==> src/rtl/lsu_pkg.sv <==
// Package: shared encodings for the load/store lane unit.
// Assumes a byte width of 8 bits and a two-bit size code.
package lsu_pkg;
    localparam int LANE_W = 8;

    typedef enum logic [1:0] {
        SZ_BYTE = 2'd0,
        SZ_HALF = 2'd1,
        SZ_WORD = 2'd2,
        SZ_RSVD = 2'd3
    } lsu_size_e;
endpackage

==> src/rtl/lsu_align_check.sv <==
// Module: lsu_align_check
// Flags a request whose address offset does not suit its size, or whose
// size code is reserved. Assumes OFF_W >= 2 (data at least 32 bits).
module lsu_align_check
    import lsu_pkg::*;
#(
    parameter int OFF_W = 2
) (
    input  logic             req_valid,
    input  logic [1:0]       req_size,
    input  logic [OFF_W-1:0] off,
    output logic             misalign
);
    logic bad;

    // Decide alignment legality from size and offset.
    always_comb begin
        case (lsu_size_e'(req_size))
            SZ_BYTE: bad = 1'b0;
            SZ_HALF: bad = off[0];
            SZ_WORD: bad = |off;
            default: bad = 1'b1;
        endcase
    end

    assign misalign = req_valid & bad;
endmodule

==> src/rtl/lsu_store_lanes.sv <==
// Module: lsu_store_lanes
// Places the low byte, low halfword or full register onto big-endian lanes
// and produces per-lane write enables. Assumes the offset is already legal
// for the size whenever en is high; en low forces all enables off.
module lsu_store_lanes
    import lsu_pkg::*;
#(
    parameter int DATA_W = 32,
    parameter int OFF_W  = 2
) (
    input  logic                     en,
    input  logic [1:0]               size,
    input  logic [OFF_W-1:0]         off,
    input  logic [DATA_W-1:0]        src,
    output logic [DATA_W-1:0]        wdata,
    output logic [DATA_W/LANE_W-1:0] be
);
    localparam int NB = DATA_W / LANE_W;

    for (genvar k = 0; k < NB; k++) begin : g_lane
        localparam int HI = DATA_W - 1 - LANE_W * k;
        logic [LANE_W-1:0] d;
        logic              e;

        // Choose this lane's data and enable for the current size.
        always_comb begin
            case (lsu_size_e'(size))
                SZ_BYTE: begin
                    d = src[LANE_W-1:0];
                    e = (off == OFF_W'(k));
                end
                SZ_HALF: begin
                    d = (k % 2 == 0) ? src[2*LANE_W-1:LANE_W] : src[LANE_W-1:0];
                    e = (off[OFF_W-1:1] == (OFF_W-1)'(k / 2));
                end
                default: begin
                    d = src[HI -: LANE_W];
                    e = 1'b1;
                end
            endcase
        end

        assign wdata[HI -: LANE_W] = d;
        assign be[NB-1-k]          = en & e;
    end
endmodule

==> src/rtl/lsu_load_extract.sv <==
// Module: lsu_load_extract
// Selects the addressed byte or halfword from a big-endian read word and
// widens it with sign or zero fill. Assumes registered, aligned offsets.
module lsu_load_extract
    import lsu_pkg::*;
#(
    parameter int DATA_W = 32,
    parameter int OFF_W  = 2
) (
    input  logic [1:0]        size,
    input  logic              sext,
    input  logic [OFF_W-1:0]  off,
    input  logic [DATA_W-1:0] rdata,
    output logic [DATA_W-1:0] data
);
    localparam int NB = DATA_W / LANE_W;

    logic [LANE_W-1:0]   lane [NB];
    logic [LANE_W-1:0]   byte_v;
    logic [2*LANE_W-1:0] half_v;
    logic [OFF_W-1:0]    hi_idx;
    logic [OFF_W-1:0]    lo_idx;

    for (genvar k = 0; k < NB; k++) begin : g_split
        assign lane[k] = rdata[DATA_W-1-LANE_W*k -: LANE_W];
    end

    // Pick the addressed lanes and apply the extension.
    always_comb begin
        hi_idx = {off[OFF_W-1:1], 1'b0};
        lo_idx = {off[OFF_W-1:1], 1'b1};
        byte_v = lane[off];
        half_v = {lane[hi_idx], lane[lo_idx]};
        case (lsu_size_e'(size))
            SZ_BYTE: data = {{(DATA_W-LANE_W){sext & byte_v[LANE_W-1]}}, byte_v};
            SZ_HALF: data = {{(DATA_W-2*LANE_W){sext & half_v[2*LANE_W-1]}}, half_v};
            default: data = rdata;
        endcase
    end
endmodule

==> src/rtl/lsu_lane_unit.sv <==
// Module: lsu_lane_unit (top)
// Store path is combinational from the request. Load path registers the
// offset, size and extension flag, then extracts from the read word that
// memory returns one cycle later. Assumes one-cycle request pulses.
module lsu_lane_unit
    import lsu_pkg::*;
#(
    parameter int DATA_W = 32,
    parameter int ADDR_W = 32
) (
    input  logic                       clk,
    input  logic                       rst_n,
    input  logic                       req_valid,
    input  logic                       req_store,
    input  logic [1:0]                 req_size,
    input  logic                       req_sext,
    input  logic [ADDR_W-1:0]          req_addr,
    input  logic [DATA_W-1:0]          req_st_data,
    input  logic [DATA_W-1:0]          mem_rdata,
    output logic [ADDR_W-$clog2(DATA_W/8)-1:0] mem_word_addr,
    output logic [DATA_W-1:0]          mem_wdata,
    output logic [DATA_W/8-1:0]        mem_be,
    output logic                       misalign,
    output logic                       ld_valid,
    output logic [DATA_W-1:0]          ld_data
);
    localparam int NB    = DATA_W / LANE_W;
    localparam int OFF_W = $clog2(NB);

    logic [OFF_W-1:0] req_off;
    logic             st_en;
    logic             ld_accept;
    logic             ld_valid_q;
    logic [OFF_W-1:0] ld_off_q;
    logic [1:0]       ld_size_q;
    logic             ld_sext_q;

    assign req_off       = req_addr[OFF_W-1:0];
    assign mem_word_addr = req_addr[ADDR_W-1:OFF_W];

    lsu_align_check #(.OFF_W(OFF_W)) u_align (
        .req_valid (req_valid),
        .req_size  (req_size),
        .off       (req_off),
        .misalign  (misalign)
    );

    assign st_en     = req_valid & req_store & ~misalign;
    assign ld_accept = req_valid & ~req_store & ~misalign;

    lsu_store_lanes #(.DATA_W(DATA_W), .OFF_W(OFF_W)) u_store (
        .en    (st_en),
        .size  (req_size),
        .off   (req_off),
        .src   (req_st_data),
        .wdata (mem_wdata),
        .be    (mem_be)
    );

    // Capture the load request fields for the next cycle's extraction.
    always_ff @(posedge clk) begin
        if (!rst_n) begin
            ld_valid_q <= 1'b0;
            ld_off_q   <= '0;
            ld_size_q  <= 2'd0;
            ld_sext_q  <= 1'b0;
        end else begin
            ld_valid_q <= ld_accept;
            if (ld_accept) begin
                ld_off_q  <= req_off;
                ld_size_q <= req_size;
                ld_sext_q <= req_sext;
            end
        end
    end

    lsu_load_extract #(.DATA_W(DATA_W), .OFF_W(OFF_W)) u_load (
        .size  (ld_size_q),
        .sext  (ld_sext_q),
        .off   (ld_off_q),
        .rdata (mem_rdata),
        .data  (ld_data)
    );

    assign ld_valid = ld_valid_q;
endmodule

==> config.mk <==
export PLATFORM = sky130hd
export DESIGN_NAME = lsu_lane_unit
export DESIGN_NICKNAME = d
export VERILOG_FILES = /design/src/rtl/lsu_pkg.sv /design/src/rtl/lsu_align_check.sv /design/src/rtl/lsu_store_lanes.sv /design/src/rtl/lsu_load_extract.sv /design/src/rtl/lsu_lane_unit.sv
export SDC_FILE = /design/constraint.sdc
export NUM_CORES = 1
export LEC_CHECK = 0
export ABC_AREA = 1
export BUFFER_PORTS_ARGS = -buffer_cell sky130_fd_sc_hd__buf_4
export CAP_MARGIN = 15
export CORE_MARGIN = 5
export CORE_UTILIZATION = 30
export CTS_CLUSTER_DIAMETER = 60
export CTS_CLUSTER_SIZE = 16
export DETAILED_ROUTE_END_ITERATION = 12
export PLACE_DENSITY = 0.78
export SYNTH_ARGS = -nofsm -noshare
export SYNTH_HDL_FRONTEND = slang
export SYNTH_SLANG_ARGS = --single-unit
export TNS_END_PERCENT = 10
==> constraint.sdc <==
create_clock -name clk -period 2.4 [get_ports clk]
set_clock_uncertainty 0.05 [all_clocks]
set_input_delay 0.12 -clock clk [delete_from_list [all_inputs] [get_ports clk]]
set_output_delay 0.12 -clock clk [all_outputs]
set_load 0.01 [all_outputs]
==> out/results.ini <==
[run_status]
status=finished, final reports clean

[synth]
yosys_warnings=0
ys_types=22
synthSimpleGateAreaFrac_pct=53.87
ys_ff_latch=6
synth_compound_gate_area_share_pct=11.19
synth_top_family_by_area=simple AND/OR/NAND/NOR gates
synthesis.nets=405
yosysSeqAreaShare_pct=7.213
yosys.area_share.xor_xnor_pct=0
syn_area_per_cell_um2=5.514
netlist_instances=302
synth.cell_area_mm2=0.001665
synthAdderAreaFrac_pct=0
synth_mux_area_share_pct=0

[clock_network]
clockRootBuffer=clkbuf_8
cts_setup_buffers=0
h-tree-depth=1
numCtsBuffers=3
cts_hold_buf=0
clk_latency_ns=0.22
clk_path_buf_depth=2
cts.repair.resized=0
cts.clk_slew.worst_paths_ns=0.03
cts_tree=built
clkSinkCount=6

[setup_path]
arrival_ns=1.78
critPathCaptureType=output pin
path_max_fanout=24
cp.required_ns=2.23
crit_top_cell=nand3_1
crit_type=reg -> out
crit_slowest_cell=nand4_4
critPathMaxStageDelay_ns=0.38
crit_path_start_kind=flip-flop
worstPathCellList=inv_2 > nand2_1 > nand3_1 > nand4_4 > nand3_1 > buf_4

[drt]
postRouteAntennaNets=0
post-route-drc-count=0
drt-initial-drc-count=76
wl_per_cell_um=13.26
drtPass1Iterations=4
vias=2243
viasPerCell=4.783
wl_um=6219

[timing]
max_freq_mhz=513.2
worst_slew_pin_slew_ns=0.6278
whs_ns=0.1100
finalSetupViolCount=0
relSlewSlack_pct=58.00
fin_tns_setup_ns=0
fin_crit_ns=1.949
rsz0062_at_grt=false
drv_slew=0
final_hold_viol_count=0
worst_slack_ns=0.4513
timing.final.crit_share_pct=81.19

[global_route]
grt_max_degree=25
grt-busiest-layer=met2
grt_pass1_wl_um=10030
use_met2_pct=30.04
grtUsageMet1_pct=17.95
use_met3_pct=6.281
antenna_found_initial=0
overflow=0
grt_pass1_vias=2218
track_usage_pct=16.48

[pwr]
power_leakage_nw=1.506
power_density_mw_per_mm2=328.2
peakVddDrop_mv=0.1522
finalPower_mw=0.8187

[cells_and_area]
drive_above_1_share_pct=42.07
syn2layout_area_growth_pct=49.81
antenna_cells=0
finish.utilization_pct=45.87
nets=502
fillers=583
instances_no_fill=469
finalInstanceArea_mm2=0.002495

[floorplanning]
dieArea_mm2=0.007141
die_h_um=84.51
core_mm2=0.005439
placementRows=27
die_w_um=84.51
initial_core_util_pct=30.62
io_pins=203

[placement]
portBuffers=142
dp_hpwl_um=5251
placedCellCount=466
place_ws_ns=0.6887
gp_congestion=0.8642
place_area_mm2=0.002454

[min_path]
hold_class=in -> reg

[run]
timing.max_cap.violations=0

-- worst max-delay path: cells and delay by family (launching register included) --
family | cells | cell delay, ns
simple gates | 4 | 0.85
flops | 1 | 0.37
buf+inv | 2 | 0.35
-- state kept, by name (all words and copies together), names as in the netlist --
register,flops
ld_off_q,2
ld_valid,1
ld_size_q,2
ld_sext_q,1
-- cells in the final DEF (no fill, tap or decap), types with 3 or more instances in the layout --
cell type / instances
clkbuf_8: 3
a21oi_1: 12
nor2_1: 14
nand3_1: 24
inv_1: 18
o21ai_0: 10
nand2_1: 132
nand4_1: 5
buf_4: 145
o211ai_1: 8
dfxtp_1: 6
nand2_4: 3
nand3_2: 10
-- area by class of cell --
type,count,area [µm²],area share [%]
Clock buffer,3,41.29,1.655
Sequential cell,6,120.1,4.814
Timing Repair Buffer,145,1089,43.63
Tap cell,72,90.09,3.611
Multi-Input combinational cell,224,1084,43.43
Inverter,19,71.32,2.859
-- path summary, 6_finish.rpt --
check,startpoint,endpoint,slack (ns),cells after the start
hold reg to reg,ld_size_q[0],ld_size_q[0],0.52,2
setup reg to reg,ld_size_q[1],ld_size_q[1],1.51,2
hold / removal,rst_n,ld_size_q[1],0.11,3
setup / recovery,ld_off_q[1],ld_data[11],0.45,6
-- cell families after synthesis --
| group | after synthesis |
|---|---|
| flip-flops | 6 |
| buffers and inverters | 72 |
| AND/OR/NAND/NOR | 193 |
| AO/OA/AOI/OAI | 31 |
-- power breakdown --
part           internal (mW)  leakage (nW)  total (mW)  switching (mW)
sequential             0.107        0.0493       0.119          0.0119
combinational          0.278          1.44       0.551           0.273
clock                  0.108        0.0216       0.149          0.0412
total                  0.493          1.51       0.819           0.326
-- synth_stat cells, drive strengths merged --
cell | count | area (µm²)
nand2 | 135 | 529.3
buf | 47 | 367.8
nand3 | 34 | 220.2
inv | 19 | 71.31
nor2 | 15 | 58.81
a21oi | 13 | 76.33
o21ai | 10 | 50.05
o211ai | 8 | 60.06
clkbuf | 6 | 22.52
dfxtp | 6 | 120.1
nand4 | 6 | 52.55
and3 | 1 | 6.260
nand3b | 1 | 20.02
nor3 | 1 | 10.01
-- layer usage --
metal  up-vias  wire length, µm
met5         -                0
met4         0               52
met3         6              772
met2       131             3057
met1       990             2335
li1       1116                -
No activity file was read; power rests on OpenSTA's default activity.
